### src/rtl/hz_pkg.sv
package hz_pkg;
  localparam int unsigned REG_AW  = 5;
  localparam int unsigned NUM_OPS = 2;

  typedef enum logic [1:0] {
    SEL_RF    = 2'd0,
    SEL_EXMEM = 2'd1,
    SEL_MEMWB = 2'd2
  } fwd_sel_e;

  typedef logic [REG_AW-1:0] reg_idx_t;

  typedef struct packed {
    reg_idx_t rs1;
    reg_idx_t rs2;
    reg_idx_t rd;
    logic     use1;
    logic     use2;
    logic     wen;
    logic     load;
    logic     store;
  } stage_t;

  localparam stage_t STAGE_NOP = '0;

  function automatic logic raw_dep(reg_idx_t src, logic used, reg_idx_t dst, logic wr);
    return used && wr && (src != '0) && (src == dst);
  endfunction
endpackage

### src/rtl/hz_id_decode.sv
module hz_id_decode
  import hz_pkg::*;
#(
  parameter int unsigned INSTR_W   = 32,
  parameter int unsigned RS1_LSB   = 21,
  parameter int unsigned RS2_LSB   = 16,
  parameter int unsigned RD_RR_LSB = 11,
  parameter int unsigned RD_RI_LSB = 16
) (
  input  logic [INSTR_W-1:0] instr_i,
  input  logic               valid_i,
  input  logic               rr_i,
  input  logic               wen_i,
  input  logic               load_i,
  input  logic               store_i,
  input  logic               use_rs1_i,
  input  logic               use_rs2_i,
  output stage_t             stage_o
);
  logic unused_instr;
  assign unused_instr = ^instr_i;

  always_comb begin
    stage_o = STAGE_NOP;
    if (valid_i) begin
      stage_o.rs1   = instr_i[RS1_LSB +: REG_AW];
      stage_o.rs2   = instr_i[RS2_LSB +: REG_AW];
      stage_o.rd    = rr_i ? instr_i[RD_RR_LSB +: REG_AW] : instr_i[RD_RI_LSB +: REG_AW];
      stage_o.use1  = use_rs1_i;
      stage_o.use2  = use_rs2_i;
      stage_o.wen   = wen_i;
      stage_o.load  = load_i;
      stage_o.store = store_i;
    end
  end
endmodule

### src/rtl/hz_stage_track.sv
module hz_stage_track
  import hz_pkg::*;
#(
  parameter int unsigned DEPTH = 3
) (
  input  logic   clk_i,
  input  logic   rst_ni,
  input  logic   stall_i,
  input  stage_t id_stage_i,
  output stage_t stage_o [DEPTH]
);
  stage_t stage_q [DEPTH];

  for (genvar g = 0; g < DEPTH; g++) begin : g_stage
    if (g == 0) begin : g_head
      // bubble replaces the decode instruction while the front is held
      always_ff @(posedge clk_i or negedge rst_ni) begin
        if (!rst_ni)      stage_q[g] <= STAGE_NOP;
        else if (stall_i) stage_q[g] <= STAGE_NOP;
        else              stage_q[g] <= id_stage_i;
      end
    end else begin : g_body
      always_ff @(posedge clk_i or negedge rst_ni) begin
        if (!rst_ni) stage_q[g] <= STAGE_NOP;
        else         stage_q[g] <= stage_q[g-1];
      end
    end
    assign stage_o[g] = stage_q[g];
  end
endmodule

### src/rtl/hz_fwd_sel.sv
module hz_fwd_sel
  import hz_pkg::*;
(
  input  stage_t   ex_i,
  input  stage_t   mem_i,
  input  stage_t   wb_i,
  output fwd_sel_e op_sel_o [NUM_OPS],
  output logic     st_wb_o
);
  reg_idx_t src  [NUM_OPS];
  logic     used [NUM_OPS];
  logic     mem_avail;

  assign src[0]  = ex_i.rs1;
  assign used[0] = ex_i.use1;
  assign src[1]  = ex_i.rs2;
  assign used[1] = ex_i.use2;

  // a load result does not exist until writeback
  assign mem_avail = mem_i.wen && !mem_i.load;

  for (genvar o = 0; o < NUM_OPS; o++) begin : g_op
    always_comb begin
      if (raw_dep(src[o], used[o], mem_i.rd, mem_avail))  op_sel_o[o] = SEL_EXMEM;
      else if (raw_dep(src[o], used[o], wb_i.rd, wb_i.wen)) op_sel_o[o] = SEL_MEMWB;
      else                                                  op_sel_o[o] = SEL_RF;
    end
  end

  assign st_wb_o = mem_i.store && wb_i.load &&
                   raw_dep(mem_i.rs2, mem_i.use2, wb_i.rd, wb_i.wen);

  logic unused_fields;
  assign unused_fields = ^{ex_i, mem_i, wb_i};
endmodule

### src/rtl/hz_id_ctl.sv
module hz_id_ctl
  import hz_pkg::*;
(
  input  stage_t id_i,
  input  stage_t ex_i,
  input  stage_t wb_i,
  output logic   stall_o,
  output logic   byp_o [NUM_OPS]
);
  reg_idx_t src  [NUM_OPS];
  logic     used [NUM_OPS];
  logic     alu_use [NUM_OPS];
  logic     hit [NUM_OPS];

  assign src[0]     = id_i.rs1;
  assign used[0]    = id_i.use1;
  assign alu_use[0] = id_i.use1;
  assign src[1]     = id_i.rs2;
  assign used[1]    = id_i.use2;
  // store data is fed later in the memory stage, not through the ALU
  assign alu_use[1] = id_i.use2 && !id_i.store;

  for (genvar o = 0; o < NUM_OPS; o++) begin : g_op
    assign hit[o]   = raw_dep(src[o], alu_use[o], ex_i.rd, ex_i.wen && ex_i.load);
    assign byp_o[o] = raw_dep(src[o], used[o], wb_i.rd, wb_i.wen);
  end

  always_comb begin
    stall_o = 1'b0;
    for (int o = 0; o < NUM_OPS; o++) stall_o = stall_o | hit[o];
  end

  logic unused_fields;
  assign unused_fields = ^{id_i, ex_i, wb_i};
endmodule

### src/rtl/hazard_fwd_unit.sv
module hazard_fwd_unit
  import hz_pkg::*;
#(
  parameter int unsigned INSTR_W   = 32,
  parameter int unsigned RS1_LSB   = 21,
  parameter int unsigned RS2_LSB   = 16,
  parameter int unsigned RD_RR_LSB = 11,
  parameter int unsigned RD_RI_LSB = 16
) (
  input  logic               clk_i,
  input  logic               rst_ni,
  input  logic [INSTR_W-1:0] id_instr_i,
  input  logic               id_valid_i,
  input  logic               id_rr_i,
  input  logic               id_wen_i,
  input  logic               id_load_i,
  input  logic               id_store_i,
  input  logic               id_use_rs1_i,
  input  logic               id_use_rs2_i,
  output logic [1:0]         fwd_a_o,
  output logic [1:0]         fwd_b_o,
  output logic               fwd_st_o,
  output logic               stall_o,
  output logic               bubble_o,
  output logic               id_byp_a_o,
  output logic               id_byp_b_o
);
  localparam int unsigned TRACK_DEPTH = 3;
  localparam int unsigned EX_IDX  = 0;
  localparam int unsigned MEM_IDX = 1;
  localparam int unsigned WB_IDX  = 2;

  stage_t   id_stage;
  stage_t   trk [TRACK_DEPTH];
  fwd_sel_e op_sel [NUM_OPS];
  logic     byp [NUM_OPS];
  logic     stall;
  logic     st_wb;

  hz_id_decode #(
    .INSTR_W  (INSTR_W),
    .RS1_LSB  (RS1_LSB),
    .RS2_LSB  (RS2_LSB),
    .RD_RR_LSB(RD_RR_LSB),
    .RD_RI_LSB(RD_RI_LSB)
  ) u_dec (
    .instr_i  (id_instr_i),
    .valid_i  (id_valid_i),
    .rr_i     (id_rr_i),
    .wen_i    (id_wen_i),
    .load_i   (id_load_i),
    .store_i  (id_store_i),
    .use_rs1_i(id_use_rs1_i),
    .use_rs2_i(id_use_rs2_i),
    .stage_o  (id_stage)
  );

  hz_stage_track #(.DEPTH(TRACK_DEPTH)) u_trk (
    .clk_i     (clk_i),
    .rst_ni    (rst_ni),
    .stall_i   (stall),
    .id_stage_i(id_stage),
    .stage_o   (trk)
  );

  hz_id_ctl u_idc (
    .id_i   (id_stage),
    .ex_i   (trk[EX_IDX]),
    .wb_i   (trk[WB_IDX]),
    .stall_o(stall),
    .byp_o  (byp)
  );

  hz_fwd_sel u_fwd (
    .ex_i    (trk[EX_IDX]),
    .mem_i   (trk[MEM_IDX]),
    .wb_i    (trk[WB_IDX]),
    .op_sel_o(op_sel),
    .st_wb_o (st_wb)
  );

  assign fwd_a_o    = op_sel[0];
  assign fwd_b_o    = op_sel[1];
  assign fwd_st_o   = st_wb;
  assign stall_o    = stall;
  assign bubble_o   = stall;
  assign id_byp_a_o = byp[0];
  assign id_byp_b_o = byp[1];
endmodule

### config.mk
export PLATFORM = sky130hd
export DESIGN_NAME = hazard_fwd_unit
export DESIGN_NICKNAME = d
export VERILOG_FILES = /design/src/rtl/hz_pkg.sv /design/src/rtl/hz_id_decode.sv /design/src/rtl/hz_stage_track.sv /design/src/rtl/hz_fwd_sel.sv /design/src/rtl/hz_id_ctl.sv /design/src/rtl/hazard_fwd_unit.sv
export SDC_FILE = /design/constraint.sdc
export NUM_CORES = 1
export LEC_CHECK = 0
export BUFFER_PORTS_ARGS = -buffer_cell sky130_fd_sc_hd__buf_2
export CAP_MARGIN = 10
export CORE_UTILIZATION = 35
export CTS_BUF_LIST = sky130_fd_sc_hd__clkbuf_4 sky130_fd_sc_hd__clkbuf_8 sky130_fd_sc_hd__clkbuf_16
export CTS_CLUSTER_SIZE = 20
export DETAILED_ROUTE_END_ITERATION = 10
export PLACE_DENSITY = 0.61
export SYNTH_ARGS = -nofsm -noshare
export SYNTH_HDL_FRONTEND = slang
export SYNTH_SLANG_ARGS = --single-unit
### constraint.sdc
create_clock -name clk_i -period 4.2 [get_ports clk_i]
set_input_delay 0.84 -clock clk_i [delete_from_list [all_inputs] [get_ports clk_i]]
set_output_delay 0.84 -clock clk_i [all_outputs]
set_load 0.02 [all_outputs]
==> report_table.html <==
<table>
<tr><th>Metric</th><th>Value</th></tr>
<tr><th colspan="2">Status</th></tr>
<tr><td>Outcome</td><td>complete, no violations</td></tr>
<tr><th colspan="2">Global route</th></tr>
<tr><td>Total global-route track usage</td><td>roughly 16%</td></tr>
<tr><td>Number of antenna violations at the first check in global routing</td><td>0</td></tr>
<tr><td>Wire length of the first global-routing pass</td><td>7.300 mm</td></tr>
<tr><td>Remaining Overflow, GRT</td><td>0</td></tr>
<tr><td>Pin count of the biggest net entering global routing</td><td>42</td></tr>
<tr><td>Number of global-route vias before repair</td><td>about 1,400</td></tr>
<tr><th colspan="2">Route</th></tr>
<tr><td>Detailed-route via count</td><td>1,414</td></tr>
<tr><td>Post-DR wirelength/cell</td><td>between 15 and 20 µm</td></tr>
<tr><td>Sum of routed wire length over all layers</td><td>4.346 mm</td></tr>
<tr><td>Total iterations of the first detailed-routing run</td><td>4</td></tr>
<tr><td>Average vias per placed instance</td><td>about 5.0</td></tr>
<tr><td>Remaining number of nets flagged by the antenna check after routing</td><td>0</td></tr>
<tr><td>Violation count after the first detailed-routing iteration</td><td>66</td></tr>
<tr><td>Drt drc</td><td>0</td></tr>
<tr><th colspan="2">Setup path</th></tr>
<tr><td>Cell seen most often among critical-path stages</td><td>buf_2</td></tr>
<tr><td>Cells traversed along the worst timing path</td><td>buf_2 &gt; nand2_2 &gt; o21bai_1 &gt; or4_4 &gt; o31ai_1 &gt; buf_2</td></tr>
<tr><td>Critical path's largest stage delay</td><td>a little over 0.5 ns</td></tr>
<tr><td>Delay-heaviest family, CP</td><td>compound AO/OA/AOI/OAI gates</td></tr>
<tr><td>Element type at the critical path start</td><td>primary input</td></tr>
<tr><td>Critical path depth</td><td>6</td></tr>
<tr><td>Critical path required time</td><td>about 3.4 ns</td></tr>
<tr><td>Biggest fanout along the worst timing path</td><td>19</td></tr>
<tr><td>Reg2Reg Depth</td><td>5</td></tr>
<tr><td>Kind of critical path</td><td>primary input to primary output</td></tr>
<tr><td>Reg-to-reg startpoint</td><td>u_trk.stage_o[49]</td></tr>
<tr><td>Arrival time of the worst setup path</td><td>roughly 2.6 ns</td></tr>
<tr><td>Combined buffer and inverter count along the critical path</td><td>2</td></tr>
<tr><td>Crit-path slowest cell</td><td>or4_4</td></tr>
<tr><td>Endpoint kind of the worst setup timing path</td><td>primary output</td></tr>
<tr><td>Worst-case register-to-register setup slack</td><td>2.36 ns</td></tr>
<tr><td>R2r endpoint</td><td>u_trk.stage_o[50]</td></tr>
<tr><th colspan="2">STA</th></tr>
<tr><td>Count of pins over their slew limit</td><td>0</td></tr>
<tr><td>Sum Neg Setup Slack</td><td>0 ns</td></tr>
<tr><td>Worst clock skew</td><td>between 0.01 and 0.015 ns</td></tr>
<tr><td>Worst relative slew slack</td><td>about two fifths</td></tr>
<tr><td>Crit path setup slack, layout</td><td>0.7729 ns</td></tr>
<tr><td>Endpoints failing hold</td><td>0</td></tr>
<tr><td>Least-Margin Pin Slew</td><td>0.9076 ns</td></tr>
<tr><td>Share of the cycle needed by the critical path after routing</td><td>roughly four fifths</td></tr>
<tr><td>Unrepaired setup endpoints after global routing</td><td>false</td></tr>
<tr><td>Maximum operating frequency</td><td>roughly 290 MHz</td></tr>
<tr><td>Final number of setup-violating endpoints</td><td>0</td></tr>
<tr><td>Final critical path time including I/O delays and setup</td><td>3.427 ns</td></tr>
<tr><td>Worst Hold Slack</td><td>between 0.3 and 0.4 ns</td></tr>
<tr><th colspan="2">Clock tree</th></tr>
<tr><td>Number of clock sinks</td><td>41</td></tr>
<tr><td>CTS Buf Count</td><td>5</td></tr>
<tr><td>H-tree depth reported by CTS</td><td>2</td></tr>
<tr><td>Buffer count from post-CTS setup fixing</td><td>0</td></tr>
<tr><td>Post-CTS clock slew at the launch and capture registers of the worst setup and hold paths</td><td>around 0.080 ns</td></tr>
<tr><td>TritonCTS clock tree</td><td>yes</td></tr>
<tr><td>Clock latency on the worst-skew pair</td><td>about 0.30 ns</td></tr>
<tr><td>CTS root buffer</td><td>clkbuf_8</td></tr>
<tr><td>Post-cts hold buffer count</td><td>0</td></tr>
<tr><td>Clk buf depth</td><td>2</td></tr>
<tr><td>Count of instances resized after the clock tree is built</td><td>0</td></tr>
<tr><th colspan="2">Cells and area</th></tr>
<tr><td>Flip-flop count of the largest register, all copies and words added</td><td>a little over 40</td></tr>
<tr><td>Number of nets in the layout</td><td>around 250</td></tr>
<tr><td>Syn-to-layout area delta</td><td>12.63%</td></tr>
<tr><td>Top library cells by usage in the layout, fill and taps aside</td><td>41 x dfrtp_1, 32 x buf_2, 23 x xnor2_1</td></tr>
<tr><td>Post-layout utilization of the core</td><td>approximately two fifths</td></tr>
<tr><td>Total inserted antenna cells</td><td>0</td></tr>
<tr><td>Number of standard cells in the final layout excluding fillers</td><td>~280</td></tr>
<tr><td>Final design instance area without fill</td><td>around 2300 µm²</td></tr>
<tr><td>Proportion of layout cells with a drive suffix above 1</td><td>25.94%</td></tr>
<tr><td>Leading cell type in the layout, fill and taps excluded</td><td>dfrtp_1</td></tr>
<tr><th colspan="2">Logic synthesis</th></tr>
<tr><td>Share of synthesized registers carrying an async set or reset</td><td>100.0%</td></tr>
<tr><td>Predominant post-synthesis flop cell</td><td>dfrtp_1</td></tr>
<tr><td>Net Count, Synth</td><td>between 200 and 250</td></tr>
<tr><td>Post-synthesis sequential element count</td><td>41</td></tr>
<tr><td>Sequential fraction of the synthesis area</td><td>49.55%</td></tr>
<tr><td>Gate count of the mapped netlist</td><td>roughly 190</td></tr>
<tr><td>Average cell area after synthesis</td><td>11.13 µm²</td></tr>
<tr><td>Yosys Warn Count</td><td>0</td></tr>
<tr><td>Number of enable-type register cells in the synthesized netlist</td><td>0</td></tr>
<tr><td>Synth unique cells</td><td>39</td></tr>
<tr><td>Total standard cell area after synthesis</td><td>2071 µm²</td></tr>
<tr><th colspan="2">Hold path</th></tr>
<tr><td>Worst min-delay path class</td><td>register to register</td></tr>
<tr><td>Worst Hold Path EP</td><td>u_trk.stage_o[21]</td></tr>
<tr><td>Count of cells along the worst hold path</td><td>0</td></tr>
<tr><td>Start point of the worst hold path</td><td>u_trk.stage_o[41]</td></tr>
<tr><th colspan="2">Die</th></tr>
<tr><td>Overall die height</td><td>slightly below 80 µm</td></tr>
<tr><td>Core footprint</td><td>between 5000 and 6000 µm²</td></tr>
<tr><td>Area of the die</td><td>6228 µm²</td></tr>
<tr><td>Initial Utilization</td><td>36.93%</td></tr>
<tr><td>Width of the chip</td><td>between 70 and 80 µm</td></tr>
<tr><td>Placement Rows</td><td>27</td></tr>
<tr><td>Io pins</td><td>50</td></tr>
<tr><th colspan="2">Placed design</th></tr>
<tr><td>Instance area at placement</td><td>2246 µm²</td></tr>
<tr><td>Worst slack at placement</td><td>0.7711 ns</td></tr>
<tr><td>Detailed placer's ending HPWL</td><td>3.190 mm</td></tr>
<tr><td>Last weighted congestion value of the routability-driven placer</td><td>about 0.87</td></tr>
<tr><td>Inst Count DP</td><td>276</td></tr>
<tr><td># port buffers</td><td>32</td></tr>
<tr><th colspan="2">Power</th></tr>
<tr><td>Worst VDD drop</td><td>approximately 0.16 mV</td></tr>
<tr><td>Leakage</td><td>1.042 nW</td></tr>
<tr><td>Pwr dens</td><td>about 350 nW/µm²</td></tr>
<tr><td>Sum of internal, switching and leakage power</td><td>between 0.8 and 0.9 mW</td></tr>
<tr><th colspan="2">Flow run</th></tr>
<tr><td>Number of max-cap violations</td><td>0</td></tr>
</table>
[synthesized netlist by cell type (all sizes together) (4+ instances only)]
cell type | n | area, µm²
mux2i | 5 | 50.05
nor3 | 4 | 20.02
nand4 | 5 | 31.28
a22oi | 5 | 37.54
o21ai | 7 | 35.03
or4 | 5 | 41.29
and2 | 12 | 97.60
nand2 | 5 | 21.27
xor2 | 14 | 122.6
nor2b | 5 | 31.28
buf | 7 | 48.79
nor4 | 8 | 50.05
xnor2 | 23 | 201.4
nand3 | 6 | 30.03
nor2 | 6 | 22.52
dfrtp | 41 | 1026
clkbuf | 7 | 26.28
[worst max-delay path by stage]
stage | start | end
5_1_grt | id_valid_i | stall_o
3_3_place_gp | id_valid_i | bubble_o
2_1_floorplan | id_instr_i[17] | stall_o
3_5_place_dp | id_valid_i | bubble_o
4_1_cts | id_valid_i | stall_o
6_report | id_valid_i | bubble_o
[power by group]
group          total (mW)  internal [mW]  leakage, nW  switching, mW
logic               0.108         0.0556        0.469         0.0522
registers           0.447          0.416        0.528         0.0307
clock network       0.257          0.115       0.0439          0.142
[metal layers]
layer | vias up | global-route usage, % | routed length, µm
met4 | 0 | 5.273 | 85
met1 | 670 | 21.28 | 2059
met2 | 39 | 25.30 | 2045
li1 | 697 | - | -
met3 | 8 | 3.448 | 156
met5 | - | 0 | 0
[final cells by class]
class                           instances  area [µm²]
Inverter                                1       3.754
Multi-Input combinational cell        130       965.9
Clock inverter                          3       17.52
Clock buffer                            5       68.82
Fill cell                             556        3276
Tap cell                               72       90.09
Sequential cell                        41        1026
Timing Repair Buffer                   32       160.2
[worst reg2reg max path, delay by kind of cell (launching register included)]
family,cells,cell delay [ns]
DFF,1,0.48
AOI/OAI and AO/OA,3,0.96
and+or+nand+nor,1,0.17
xor gates and xnor gates,1,0.17
[kinds of logic after synthesis]
kind of cell / share of synthesized area (%)
AOI/OAI and AO/OA: 9.004
xor gates and xnor gates: 15.65
buffers and inverters: 3.806
muxes: 2.417
DFF: 49.55
and+or+nand+nor: 19.58
(Power assumes the default switching activity.)
